`config.mk`:
```
export PLATFORM = sky130hd
export DESIGN_NAME = ts_sig_inserter
export DESIGN_NICKNAME = d
export VERILOG_FILES = /design/src/rtl/ts_pkg.sv /design/src/rtl/ts_cfg_shadow.sv /design/src/rtl/ts_slot_seq.sv /design/src/rtl/ts_out_stage.sv /design/src/rtl/ts_sig_inserter.sv
export SDC_FILE = /design/constraint.sdc
export NUM_CORES = 1
export LEC_CHECK = 0
export BUFFER_PORTS_ARGS = -buffer_cell sky130_fd_sc_hd__clkbuf_2
export CAP_MARGIN = 20
export CORE_UTILIZATION = 40
export CTS_BUF_LIST = sky130_fd_sc_hd__clkbuf_4
export CTS_CLUSTER_DIAMETER = 40
export CTS_CLUSTER_SIZE = 8
export DETAILED_ROUTE_END_ITERATION = 7
export RECOVER_POWER = 25
export SLEW_MARGIN = 10
export SYNTH_ARGS = -nofsm -noshare
export SYNTH_HDL_FRONTEND = slang
export SYNTH_HIERARCHICAL = 1
export SYNTH_SLANG_ARGS = --single-unit
```
`constraint.sdc`:
```
create_clock -name clk -period 2.9 [get_ports clk]
set_input_delay 0.29 -clock clk [delete_from_list [all_inputs] [get_ports clk]]
set_output_delay 0.29 -clock clk [all_outputs]
set_load 0.01 [all_outputs]
```
`src/rtl/ts_pkg.sv`:
```
package ts_pkg;

    localparam int BYTE_W = 8;
    localparam logic [BYTE_W-1:0] IDLE_ONES = 8'hFF;
    localparam logic [BYTE_W-1:0] IDLE_FLAG = 8'h7E;

    // Per-slot decision handed from the sequencer to the output stage
    typedef struct packed {
        logic sel;   // slot is selected for signaling
        logic send;  // FIFO head byte goes into this slot
        logic ur;    // aligned transmission ran dry here
    } slot_act_t;

    function automatic logic [BYTE_W-1:0] idle_byte(input logic flag_mode);
        return flag_mode ? IDLE_FLAG : IDLE_ONES;
    endfunction

endpackage

```
`src/rtl/ts_cfg_shadow.sv`:
```
module ts_cfg_shadow #(
    parameter int NUM_SLOTS = 32
) (
    input  logic                 clk,
    input  logic                 rst,
    input  logic                 slot_vld,
    input  logic                 mf_sync,
    input  logic [NUM_SLOTS-1:0] cfg_mask,
    input  logic                 cfg_align,
    output logic [NUM_SLOTS-1:0] eff_mask,
    output logic                 eff_align
);
    logic [NUM_SLOTS-1:0] mask_q;
    logic                 align_q;
    logic                 load;

    assign load = slot_vld && mf_sync;

    always_ff @(posedge clk) begin
        if (rst) begin
            mask_q  <= '0;
            align_q <= 1'b0;
        end else if (load) begin
            mask_q  <= cfg_mask;
            align_q <= cfg_align;
        end
    end

    // the boundary slot itself already runs under the new settings
    assign eff_mask  = load ? cfg_mask  : mask_q;
    assign eff_align = load ? cfg_align : align_q;

    p_mask_hold_r7: assert property (@(posedge clk) disable iff (rst)
        !(slot_vld && mf_sync) |=> ($stable(mask_q) && $stable(align_q)));

endmodule

```
`src/rtl/ts_slot_seq.sv`:
```
module ts_slot_seq
    import ts_pkg::*;
#(
    parameter int NUM_SLOTS = 32,
    localparam int SLOT_W = $clog2(NUM_SLOTS)
) (
    input  logic                 clk,
    input  logic                 rst,
    input  logic                 slot_vld,
    input  logic [SLOT_W-1:0]    slot_idx,
    input  logic                 mf_sync,
    input  logic                 cfg_enable,
    input  logic [NUM_SLOTS-1:0] eff_mask,
    input  logic                 eff_align,
    input  logic                 fifo_empty,
    output slot_act_t            act,
    output logic                 fifo_rd
);
    logic [NUM_SLOTS-1:0] hit;
    logic                 tx_act;
    logic                 first_q;
    logic                 first_now;
    logic                 sel;
    logic                 send;

    for (genvar g = 0; g < NUM_SLOTS; g++) begin : g_hit
        assign hit[g] = eff_mask[g] && (slot_idx == SLOT_W'(g));
    end

    assign sel       = slot_vld && cfg_enable && (|hit);
    assign first_now = (slot_vld && mf_sync) || first_q;
    assign send      = sel && !fifo_empty && (tx_act || !eff_align || first_now);

    always_comb begin
        act.sel  = sel;
        act.send = send;
        act.ur   = sel && tx_act && fifo_empty && eff_align;
    end

    assign fifo_rd = send;

    always_ff @(posedge clk) begin
        if (rst) begin
            tx_act  <= 1'b0;
            first_q <= 1'b0;
        end else begin
            if (sel) begin
                tx_act <= send;
            end
            if (slot_vld && mf_sync) begin
                first_q <= !sel;
            end else if (sel) begin
                first_q <= 1'b0;
            end
        end
    end

    p_rd_nonempty_r10: assert property (@(posedge clk) disable iff (rst)
        fifo_rd |-> !fifo_empty);

    p_rd_enabled_r1: assert property (@(posedge clk) disable iff (rst)
        fifo_rd |-> (cfg_enable && slot_vld));

    p_ur_no_send_r8: assert property (@(posedge clk) disable iff (rst)
        act.ur |-> !fifo_rd);

endmodule

```
`src/rtl/ts_out_stage.sv`:
```
module ts_out_stage
    import ts_pkg::*;
(
    input  logic              clk,
    input  logic              rst,
    input  logic              slot_vld,
    input  slot_act_t         act,
    input  logic              cfg_flag_idle,
    input  logic [BYTE_W-1:0] frm_data,
    input  logic [BYTE_W-1:0] fifo_data,
    output logic              out_valid,
    output logic [BYTE_W-1:0] out_data,
    output logic              underrun
);
    always_ff @(posedge clk) begin
        if (rst) begin
            out_valid <= 1'b0;
            out_data  <= '0;
            underrun  <= 1'b0;
        end else begin
            out_valid <= slot_vld;
            underrun  <= act.ur;
            if (act.send) begin
                out_data <= fifo_data;
            end else if (act.sel) begin
                out_data <= idle_byte(cfg_flag_idle);
            end else begin
                out_data <= frm_data;
            end
        end
    end

    p_valid_follow_r2: assert property (@(posedge clk) disable iff (rst)
        slot_vld |=> out_valid);

    p_passthru_r2: assert property (@(posedge clk) disable iff (rst)
        (slot_vld && !act.sel) |=> (out_data == $past(frm_data)));

    p_ur_idle_r8: assert property (@(posedge clk) disable iff (rst)
        underrun |-> (out_valid && out_data == idle_byte($past(cfg_flag_idle))));

endmodule

```
`src/rtl/ts_sig_inserter.sv`:
```
module ts_sig_inserter
    import ts_pkg::*;
#(
    parameter int NUM_SLOTS = 32,
    localparam int SLOT_W = $clog2(NUM_SLOTS)
) (
    input  logic                 clk,
    input  logic                 rst,
    input  logic                 cfg_enable,
    input  logic                 cfg_flag_idle,
    input  logic                 cfg_align,
    input  logic [NUM_SLOTS-1:0] cfg_mask,
    input  logic                 slot_vld,
    input  logic [SLOT_W-1:0]    slot_idx,
    input  logic                 mf_sync,
    input  logic [BYTE_W-1:0]    frm_data,
    input  logic                 fifo_empty,
    input  logic [BYTE_W-1:0]    fifo_data,
    output logic                 fifo_rd,
    output logic                 out_valid,
    output logic [BYTE_W-1:0]    out_data,
    output logic                 underrun
);
    logic [NUM_SLOTS-1:0] eff_mask;
    logic                 eff_align;
    slot_act_t            act;

    ts_cfg_shadow #(.NUM_SLOTS(NUM_SLOTS)) u_cfg (
        .clk       (clk),
        .rst       (rst),
        .slot_vld  (slot_vld),
        .mf_sync   (mf_sync),
        .cfg_mask  (cfg_mask),
        .cfg_align (cfg_align),
        .eff_mask  (eff_mask),
        .eff_align (eff_align)
    );

    ts_slot_seq #(.NUM_SLOTS(NUM_SLOTS)) u_seq (
        .clk        (clk),
        .rst        (rst),
        .slot_vld   (slot_vld),
        .slot_idx   (slot_idx),
        .mf_sync    (mf_sync),
        .cfg_enable (cfg_enable),
        .eff_mask   (eff_mask),
        .eff_align  (eff_align),
        .fifo_empty (fifo_empty),
        .act        (act),
        .fifo_rd    (fifo_rd)
    );

    ts_out_stage u_out (
        .clk           (clk),
        .rst           (rst),
        .slot_vld      (slot_vld),
        .act           (act),
        .cfg_flag_idle (cfg_flag_idle),
        .frm_data      (frm_data),
        .fifo_data     (fifo_data),
        .out_valid     (out_valid),
        .out_data      (out_data),
        .underrun      (underrun)
    );

    p_rd_selected_r10: assert property (@(posedge clk) disable iff (rst)
        fifo_rd |-> (slot_vld && cfg_mask[slot_idx] || slot_vld && eff_mask[slot_idx]));

endmodule

```
==> reports/results.tsv, run 1 <==
stage	metric	value	unit
grt	grt_pass1_wl	9.30	mm
worst_setup_path	cp_cell_sequence	a21bo_1 -> nand2_1 -> or4b_1 -> a21oi_1 -> a311oi_1 -> o2111ai_2 -> nand4_4 -> a311oi_1 -> buf_4 -> clkbuf_2	
detailed_routing	vias	2228	
pwr	power.internal	0.000853	W
logic_synthesis	synth_ff_type	dfxtp_1	
cts	cts_buffers	5	
pwr	switching_share	28.6	%
worst_setup_path	path_class	flip-flop to output port	
placed_design	port_buffers	71	
floorplan	core_area	0.00599	mm²
worst_setup_path	crit_buf_inv	2	
pwr	seqPwrFrac	54.9	%
outcome	violations	capacitance limit, slew limit	
logic_synthesis	netlist_instances	299	
detailed_routing	final_antenna_net_count	0	
pwr	p_comb_share	20.9	%
flow_run	drv_cap	1	
sta	setup_violations	0	
worst_setup_path	arrival	2.42	ns
finish	regArea	901	µm²
finish	fin_nets	419	
placed_design	dp_hpwl	3.99	mm
grt	grt_pass1_vias	1994	
floorplan	dieArea	0.00659	mm²
floorplan	pin_count	72	
floorplan	num_rows	28	
logic_synthesis	synth.top_cell.area_share	35.9	%
logic_synthesis	synth_nets	360	
logic_synthesis	synth.largest_area_cell	dfxtp_1	
cts	htree_levels	2	
detailed_routing	first_iter_violations	68	
grt	grt_usage	18.4	%
logic_synthesis	yosysWarnings	6	
finish	fillCellCount	609	
worst_setup_path	crit_path_end_kind	output port	
cts	cts_tree	done	
finish	drive_gt1_share	30.6	%
grt	overflow	0	
finish	syn2layout_area_growth	16.4	%
pwr	ir_worst_vdd	0.165	mV
grt	antenna_found_initial	0	
sta	rsz0062_at_grt	false	
logic_synthesis	synth_cell_types	43	
logic_synthesis	synth_edf_count	0	
cts	clk_pin_slew_worst_paths	0.14	ns
sta	finalHoldViolCount	0	
pwr	clkPwrFrac	24.2	%
logic_synthesis	ys_ff_latch	45	
pwr	cellLeakagePower	1.37	nW
detailed_routing	routed_via_density	5.13	
worst_setup_path	cpMostUsedCell	a311oi_1	
cts	cts_hold_buffers	0	
cts	cts_sinks	45	
sta	max_freq	369	MHz
finish	diodes	0	
sta	maxSlewHeadroom	-5.67	%
logic_synthesis	avgSynthCellArea	8.39	µm²
worst_setup_path	crit_path_start_kind	flip-flop	
cts	clock-root-buffer	clkbuf_4	
sta	period_share	93.5	%
pwr	p_per_area	409	mW/mm²
logic_synthesis	synth_area_leaders	dfxtp_1 36%, a21bo_1 7.6%, a21oi_1 7.4%, nand3_1 7.4%, a21bo_2 5.6%	
min_path	hp-class	input pin to flip-flop	
logic_synthesis	synthArstFlopShare	0	%
finish	multi_input_area	0.00139	mm²
worst_setup_path	cp.required	2.61	ns
detailed_routing	routed_wl	5.74	mm
pwr	p_total	0.00120	W
placed_design	globalplace.congestion	0.773	
detailed_routing	avgRoutedWirePerCell	13.2	µm
floorplan	fp.dieH	81.2	µm
worst_setup_path	max_stage_delay	0.44	ns
sta	finalMaxSlewViolations	35	
grt	grt_max_degree	38	
logic_synthesis	synth.most_common_cell	dfxtp_1	
logic_synthesis	ys_seq_area_share	35.9	%
detailed_routing	drt-pass1-iter-count	4	
sta	fin_skew	0.0166	ns
logic_synthesis	synth_area	0.00251	mm²
cts	clock_latency	0.36	ns
sta	worst_slew_pin_slew	1.59	ns
cts	clock_path_buffers	2	
logic_synthesis	synth_common_cells	45 x dfxtp_1, 37 x a21oi_1, 37 x nand2_1, 37 x nand3_1, 19 x a21bo_1	
outcome	status	finished, violations left	
sta	totalNegativeSetupSlack	0	ns
worst_setup_path	cpMaxStageDelayCell	or4b_1	
floorplan	die_w	81.2	µm
worst_setup_path	crit_fanout	4	
worst_setup_path	critPathTopFamily	compound AO/OA/AOI/OAI gates	
floorplan	start_util	41.9	%
pwr	p_sw	0.000342	W
sta	period_needed	2.71	ns
detailed_routing	post-route-drc-count	0	
## worst min-delay path: cells and delay by family
kind	cells	cell delay, ns
AND/OR/NAND/NOR	2	0.14
buffers and inverters	1	0.08
## cell families (layout without fill, tap and decap cells)
family / Yosys count / after routing / share of synthesized area (%)
flops: 45 / 45 / 35.9
simple gates: 122 / 122 / 26.0
buf+inv: 37 / 97 / 8.78
compound gates: 89 / 89 / 26.7
mux: 6 / 6 / 2.64
## power groups by stage
stage                     sequential [W]  clock, W  combinational [W]
final                           0.000656  0.000290           0.000250
after CTS                       0.000656  0.000309           0.000251
after floorplan                 0.000674         0           0.000165
after global routing            0.000659  0.000326           0.000280
after detailed placement        0.000670         0           0.000250
after global placement          0.000669         0           0.000248
## area by class of cell
type                       count  area share, %
timing repair buffer          83           15.9
sequential                    45           30.8
multi-input combinational    217           47.5
clock inverter                 3          0.428
clock buffer                   5           1.29
tap                           75           3.21
inverter                       6          0.771
## sequential cells by signal, summed over array words and instances (netlist names)
signal and count:
u_cfg/align_q 1, u_out/underrun 1, u_seq/first_q 1, u_out/out_data 8, u_seq/tx_act 1, u_cfg/mask_q 32, u_out/out_valid 1
## per-stage QoR
step	instances	worst slack (ns)	hold WS [ns]	utilization [%]	area, µm²
5_1_grt	434	0.0308	0.168	48.7	2920
2_1_floorplan	299	0.116	0.360	-	2510
4_1_cts	433	0.0861	0.161	48.7	2920
3_3_place_gp	425	0.219	0.490	47.9	2870
3_5_place_dp	425	0.139	0.494	47.9	2870
6_report	434	0.188	0.179	48.7	2920
## final timing paths
| check | start | end | slack (ns) | depth (start not counted) |
|---|---|---|---|---|
| max | u_cfg/mask_q[16]$_SDFF_PP0_ | fifo_rd | 0.19 | 10 |
| min | fifo_data[5] | u_out/out_data[5]$_SDFF_PP0_ | 0.18 | 3 |
| max reg2reg | u_cfg/mask_q[2]$_SDFF_PP0_ | u_out/out_data[0]$_SDFF_PP0_ | 0.36 | 12 |
| min reg2reg | u_seq/tx_act$_SDFFE_PP0P_ | u_seq/tx_act$_SDFFE_PP0P_ | 0.52 | 2 |
## cells in the final DEF (no fill, tap or decap), types with 2 or more instances in the layout
cell type,count
clkbuf_2,70
dfxtp_1,45
nand3_1,37
nand2_1,37
a21oi_1,37
a21bo_1,19
a21bo_2,14
nor3_1,13
nor2b_1,10
buf_4,9
clkbuf_4,5
inv_1,5
a311oi_1,5
nand2b_1,4
nor2_1,4
mux2i_1,4
nand3b_1,3
clkinv_1,2
clkbuf_1,2
buf_12,2
nand2b_4,2
nand4b_1,2
a31oi_1,2
nand4_1,2
and3_1,2
a22oi_1,2
## what timing repair did
item | in CTS | in global routing
buffers inserted | 0 | 1
gates resized for setup | 0 | 0
hold endpoints to repair | 0 | 0
setup endpoints to repair | 0 | 1
## layer usage
| metal | up-vias | track usage, % | routed length [µm] |
|---|---|---|---|
| li1 | 1181 | - | - |
| met1 | 978 | 25.5 | 2900 |
| met2 | 64 | 27.7 | 2470 |
| met3 | 5 | 4.16 | 311 |
| met4 | 0 | 6.96 | 57 |
| met5 | - | 0 | 0 |
Note: power is estimated with default switching activity, not from simulation.
==> run 2, diff against run 1 <==
- ABC_AREA: not set -> 1
==> run 2 against run 1 <==
The run still ends with capacitance limit, slew limit left; synthesized area increased by 22%; first-iteration DRC count grew 34%; routed wire length grew 13%; power rose by 20%; critical endpoint unchanged; largest cell class unchanged; highest routed layer unchanged.
==> reports/results.tsv, run 2 <==
stage	metric	value	unit	change
detailed_routing	routed_wl	6.47	mm	+13%
grt	grt_usage	17.4	%	-1.1 points
placed_design	port_buffers	71		unchanged
logic_synthesis	synth_area_leaders	dfxtp_1 29%, inv_1 15%, nand2_4 11%, nand3_1 10%, nor2_2 6.9%		
worst_setup_path	rr_endpoint	u_out/out_data[7]$_SDFF_PP0_		
finish	top_register	u_cfg/mask_q		
pwr	clkPwrFrac	28.1	%	+3.9 points
worst_setup_path	crit_end	fifo_rd		
worst_setup_path	max_stage_delay	0.42	ns	-0.02 ns
worst_setup_path	arrival	2.21	ns	-0.21 ns
worst_setup_path	crit_path_start_kind	input pin		
cts	clock_latency	0.37	ns	about the same
pwr	ir_worst_vdd	0.197	mV	+19%
cts	cts_hold_buffers	0		unchanged
finish	largestRegisters	u_cfg/mask_q (32), u_out/out_data (8)		
pwr	power.internal	0.000984	W	+15%
cts	cts_tree	done		
cts	clk_pin_slew_worst_paths	0.15	ns	about the same
cts	cts_sinks	45		unchanged
finish	fin_nets	577		+38%
floorplan	start_util	41.8	%	-0.094 points
cts	cts_buffers	5		unchanged
sta	period_needed	2.50	ns	-0.208 ns
pwr	cellLeakagePower	2.03	nW	+49%
sta	max_freq	399	MHz	+8.3%
worst_setup_path	cpMaxStageDelayCell	nor3_2		
sta	fin_skew	0.0176	ns	+0.000940 ns
logic_synthesis	synth_edf_count	0		unchanged
finish	largest_reg_flops	32		unchanged
logic_synthesis	synth_cell_types	24		-44%
grt	antenna_found_initial	0		unchanged
logic_synthesis	ys_ff_latch	45		unchanged
logic_synthesis	synth_common_cells	124 x inv_1, 61 x nand3_1, 45 x dfxtp_1, 45 x nand2_1, 38 x nor2_1		
outcome	status	finished, violations left		
cts	post_cts_resize_count	0		unchanged
pwr	p_sw	0.000456	W	+33%
worst_setup_path	startpoint	slot_vld		
logic_synthesis	synth_area	0.00306	mm²	+22%
logic_synthesis	netlist_instances	452		+51%
floorplan	core_area	0.00733	mm²	+22%
worst_setup_path	r2r-start	u_cfg/mask_q[3]$_SDFF_PP0_		
logic_synthesis	synth.largest_area_cell	dfxtp_1		
sta	finalMaxSlewViolations	27		-23%
logic_synthesis	synth.top_cell.area_share	29.4	%	-6.5 points
cts	postCtsSetupRepairBufs	0		unchanged
worst_setup_path	cp.required	2.61	ns	about the same
finish	layout_commonest_cell	inv_1		
floorplan	num_rows	31		+11%
floorplan	die_w	89.5	µm	+10%
detailed_routing	vias	2716		+22%
finish	syn2layout_area_growth	14.3	%	
worst_setup_path	path_class	input pin to output port		
pwr	p_per_area	411	mW/mm²	+0.48%
sta	maxSlewHeadroom	-6.37	%	-0.70 points
pwr	p_total	0.00144	W	+20%
sta	setup_violations	0		unchanged
worst_setup_path	reg2regPathDepth	15		+3
worst_setup_path	cp_cell_sequence	clkbuf_2 -> nand2_8 -> nand2_4 -> nand2_2 -> inv_1 -> nand3_1 -> nand4_1 -> nor2_1 -> nand2_2 -> nand3_4 -> nor3_2 -> clkbuf_2		
logic_synthesis	avgSynthCellArea	6.78	µm²	-19%
grt	overflow	0		unchanged
pwr	p_comb_share	25.3	%	+4.4 points
logic_synthesis	yosysWarnings	6		unchanged
grt	grt_pass1_vias	2464		+24%
pwr	seqPwrFrac	46.6	%	-8.3 points
logic_synthesis	synth.most_common_cell	inv_1		
grt	grt_max_degree	36		-5.3%
cts	clock-root-buffer	clkbuf_4		
finish	diodes	0		unchanged
finish	drive_gt1_share	35.4	%	+4.8 points
min_path	hp-class	input pin to flip-flop		
sta	totalNegativeSetupSlack	0	ns	unchanged
detailed_routing	drt-pass1-iter-count	4		unchanged
sta	rsz0062_at_grt	false		
floorplan	fp.dieH	89.5	µm	+10%
floorplan	pin_count	72		unchanged
floorplan	dieArea	0.00801	mm²	+22%
detailed_routing	first_iter_violations	91		+34%
pwr	switching_share	31.7	%	+3.0 points
flow_run	drv_cap	1		unchanged
detailed_routing	avgRoutedWirePerCell	10.5	µm	-21%
logic_synthesis	synth_nets	513		+43%
sta	worst_slew_pin_slew	1.60	ns	+0.0105 ns
placed_design	globalplace.congestion	0.833		+7.6%
worst_setup_path	crit_path_end_kind	output port		
worst_setup_path	crit_fanout	33		+29
cts	clock_path_buffers	2		unchanged
placed_design	dp_hpwl	4.90	mm	+23%
outcome	violations	capacitance limit, slew limit		
sta	finalHoldViolCount	0		unchanged
worst_setup_path	reg2reg_setup_slack	0.79	ns	+0.43 ns
detailed_routing	final_antenna_net_count	0		unchanged
grt	grt_pass1_wl	10.7	mm	+15%
detailed_routing	routed_via_density	4.41		-14%
cts	htree_levels	2		unchanged
detailed_routing	post-route-drc-count	0		unchanged
logic_synthesis	ys_seq_area_share	29.4	%	-6.5 points
sta	period_share	86.3	%	-7.2 points
finish	layout_common_cells	124 x inv_1, 70 x clkbuf_2, 61 x nand3_1		
logic_synthesis	synthArstFlopShare	0	%	unchanged
logic_synthesis	synth_ff_type	dfxtp_1		
run 2: cell count changes in the layout (fill, tap and decap cells not counted), sizes merged, moves of 6 or more:
cell,previous run,this run
nand2b,6,0
a21oi,37,0
nor2b,10,0
a21bo,33,0
inv,6,125
nand3,37,64
buf,11,4
nand2,37,107
nor2,4,72
run 2: kinds of logic (layout without fill, tap and decap cells):
group / after synthesis / in the layout / share of synthesized area [%]
simple gates: 257 / 257 / 49.1
compound gates: 7 / 7 / 1.23
flops: 45 / 45 / 29.4
buf+inv: 143 / 208 / 20.3
run 2: area by class of cell:
cell class	count	area (µm²)
fillers	790	3830
multi-input cells	264	1540
flip-flops and latches	45	901
inverters	125	469
repair buffers	75	384
well taps	99	124
clock inverters	3	46.3
clock buffers	5	37.5
run 2: worst max-delay path: cells and delay by family:
kind,cells,cell delay (ns)
buffers and inverters,3,0.45
and+or+nand+nor,9,1.45
run 2: routing by layer:
layer  part of all wire, %  vias up  GRT usage, %  wire, µm
li1                      -     1443             -         -
met1                    46     1205          20.5      2950
met2                    49       64          31.9      3200
met3                   4.1        4          3.51       263
met4                  0.94        0          4.76        61
met5                     0        -             0         0
run 2: power groups by stage:
stage	combinational (W)	clock, W	sequential, W
CTS	0.000370	0.000424	0.000672
floorplan	0.000276	0	0.000688
finish	0.000365	0.000404	0.000671
global route	0.000411	0.000450	0.000675
detailed placement	0.000367	0	0.000685
global placement	0.000362	0	0.000683
run 2: stage by stage:
stage / util [%] / worst slack, ns / area [µm²] / hold slack [ns] / std cells
5_1_grt: 47.8 / 0.190 / 3500 / 0.0987 / 616
6_report: 47.8 / 0.397 / 3500 / 0.114 / 616
3_5_place_dp: 46.6 / 0.298 / 3420 / 0.483 / 608
4_1_cts: 47.8 / 0.375 / 3500 / 0.0917 / 616
2_1_floorplan: - / 0.895 / 3060 / 0.361 / 452
3_3_place_gp: 46.6 / 0.416 / 3420 / 0.484 / 608
run 2: worst min-delay path by stage:
stage / startpoint / to / slack (ns) / cells after the start
floorplan: rst / u_out/underrun$_SDFF_PP0_ / 0.36 / 1
global placement: u_seq/tx_act$_SDFFE_PP0P_ / u_seq/tx_act$_SDFFE_PP0P_ / 0.48 / 2
detailed placement: u_seq/tx_act$_SDFFE_PP0P_ / u_seq/tx_act$_SDFFE_PP0P_ / 0.48 / 2
CTS: frm_data[3] / u_out/out_data[3]$_SDFF_PP0_ / 0.09 / 3
global route: frm_data[6] / u_out/out_data[6]$_SDFF_PP0_ / 0.1 / 3
finish: frm_data[3] / u_out/out_data[3]$_SDFF_PP0_ / 0.11 / 3
==> run 3, diff against run 2 <==
- clock period: 2.9 -> 2.1 ns (I/O delays scaled with it)
==> run 3 against run 2 <==
The flow now finishes without violations; first-iteration DRC count grew 14%; final cell count rose by 1.1%; via count rose by 1.2%; critical path depth increased by 1; clock skew decreased by 0.0037 ns; critical endpoint unchanged; global-route usage is 0.27 points higher; critical path type is now flip-flop to output port; power rose by 32%.
==> reports/results.tsv, run 3 (synthesis results as in run 2) <==
stage	metric	value	unit	change
cts	clock_latency	0.38	ns	about the same
grt	grt_usage	17.6	%	+0.27 points
finish	largestRegisters	u_cfg/mask_q (32), u_out/out_data (8)		
worst_setup_path	arrival	1.83	ns	-0.38 ns
placed_design	place_inst	613		+0.82%
cts	cts_buffers	5		unchanged
worst_setup_path	crit_fanout	3		-91%
detailed_routing	post-route-drc-count	0		unchanged
finish	layout_common_cells	115 x inv_1, 70 x clkbuf_2, 56 x nand3_1		
detailed_routing	first_iter_violations	104		+14%
outcome	status	finished clean		
finish	syn2layout_area_growth	18.5	%	
worst_setup_path	crit_path_start_kind	flip-flop		
sta	maxSlewHeadroom	66.6	%	+73 points
placed_design	dp_hpwl	5.07	mm	+3.3%
cts	htree_levels	2		unchanged
placed_design	port_buffers	71		unchanged
floorplan	dieArea	0.00801	mm²	unchanged
sta	worst_slew_pin_slew	0.500	ns	-1.10 ns
floorplan	die_w	89.5	µm	unchanged
sta	setup_violations	0		unchanged
sta	fin_skew	0.0138	ns	-0.00374 ns
grt	use_met1	21.5	%	+1.0 points
cts	cts_tree	done		
floorplan	num_rows	31		unchanged
grt	grt_max_degree	35		-2.8%
worst_setup_path	crit_path_end_kind	output port		
finish	fin_nets	584		+1.2%
pwr	cellLeakagePower	2.09	nW	+2.8%
grt	grt_pass1_vias	2463		-0.041%
floorplan	pin_count	72		unchanged
pwr	p_per_area	526	mW/mm²	+28%
grt	antenna_found_initial	0		unchanged
detailed_routing	final_antenna_net_count	0		unchanged
floorplan	fp.dieH	89.5	µm	unchanged
detailed_routing	avgRoutedWirePerCell	10.7	µm	+1.6%
detailed_routing	routed_wl	6.65	mm	+2.7%
finish	top_register	u_cfg/mask_q		
detailed_routing	routed_via_density	4.41		about the same
min_path	hp-class	input pin to flip-flop		
sta	finalHoldViolCount	0		unchanged
floorplan	start_util	41.8	%	unchanged
cts	clk_pin_slew_worst_paths	0.15	ns	about the same
cts	cts_hold_buffers	0		unchanged
sta	period_share	97.3	%	
worst_setup_path	path_class	flip-flop to output port		
flow_run	drv_cap	0		-1
cts	clock_path_buffers	2		unchanged
placed_design	globalplace.congestion	0.907		+8.9%
pwr	ir_worst_vdd	0.266	mV	+35%
grt	grt_use_met3	3.60	%	+0.092 points
worst_setup_path	cp_cell_sequence	inv_2 -> nand2_4 -> nand2_4 -> inv_2 -> nand3_2 -> nand2_1 -> inv_1 -> nand2_1 -> nor2_2 -> nand3_2 -> nand3_4 -> nor3_4 -> buf_2		
finish	stdcell_count	623		+1.1%
finish	largest_reg_flops	32		unchanged
sta	max_freq	489	MHz	
finish	drive_gt1_share	39.3	%	+3.9 points
sta	finalMaxSlewViolations	0		-100%
grt	overflow	0		unchanged
grt	grt_pass1_wl	10.8	mm	+1.1%
worst_setup_path	max_stage_delay	0.35	ns	-0.07 ns
floorplan	core_area	0.00733	mm²	unchanged
finish	postLayoutCellArea	0.00363	mm²	+3.6%
grt	busiest_layer	met2		
detailed_routing	vias	2749		+1.2%
grt	gr-usage-met2	30.7	%	-1.1 points
placed_design	place_area	0.00351	mm²	+2.6%
cts	cts_sinks	45		unchanged
finish	layout_commonest_cell	inv_1		
worst_setup_path	cpMaxStageDelayCell	dfxtp_2		
sta	period_needed	2.04	ns	
worst_setup_path	cp.required	1.89	ns	-0.72 ns
finish	diodes	0		unchanged
cts	clock-root-buffer	clkbuf_4		
sta	rsz0062_at_grt	true		
detailed_routing	drt-pass1-iter-count	4		unchanged
[run 3: cell count changes in the layout (fill, tap and decap cells not counted), sizes merged]
cell	before	now
buf	4	12
bufinv	1	0
clkbuf	76	75
inv	125	126
[run 3: final timing paths]
path,startpoint,end,slack (ns),cells after the start
setup reg to reg,u_cfg/mask_q[6]$_SDFF_PP0_,u_out/out_data[7]$_SDFF_PP0_,0.34,18
hold reg to reg,u_seq/tx_act$_SDFFE_PP0P_,u_seq/tx_act$_SDFFE_PP0P_,0.53,2
setup / recovery,u_cfg/mask_q[6]$_SDFF_PP0_,fifo_rd,0.06,13
hold / removal,frm_data[2],u_out/out_data[2]$_SDFF_PP0_,0.03,3
[run 3: where the power goes]
group	switching (W)	internal, W
registers	0.0000146	0.000913
logic	0.000322	0.000215
clock network	0.000311	0.000133
total	0.000647	0.00126
[run 3: layout make-up]
class,instances,area [µm²]
clock inverter,3,21.3
clock buffer,5,37.5
sequential,45,906
multi-input combinational,264,1580
inverter,125,469
tap,99,124
timing repair buffer,82,488
fill,767,3700
[run 3: worst max-delay path, delay by kind of cell (launching register included)]
family | cells | cell delay, ns
buffers and inverters | 4 | 0.30
and+or+nand+nor | 9 | 0.82
DFF | 1 | 0.35
[run 3: stage by stage]
step	utilization [%]	hold WS (ns)	power [W]	setup TNS, ns	worst slack (ns)
2_1_floorplan	-	0.281	0.00133	0	0.175
3_3_place_gp	47.8	0.418	0.00147	0	0.0758
3_5_place_dp	47.8	0.425	0.00147	0	0.0424
4_1_cts	48.7	0.0168	0.00192	0	0.0183
5_1_grt	49.5	0.0133	0.00204	-0.0783	-0.0783
6_report	49.5	0.0261	0.00191	0	0.0560
[run 3: repair_timing]
item	4_1_cts	5_1_grt
gates resized for setup	0	27
setup endpoints to repair	1	1
setup buffers	1	2
pin swaps	0	14
[run 3: per-layer routing]
layer  routed length, µm  vias up
li1                    -     1457
met1                2970     1218
met2                3250       64
met3                 311       10
met4                 113        0
met5                   0        -
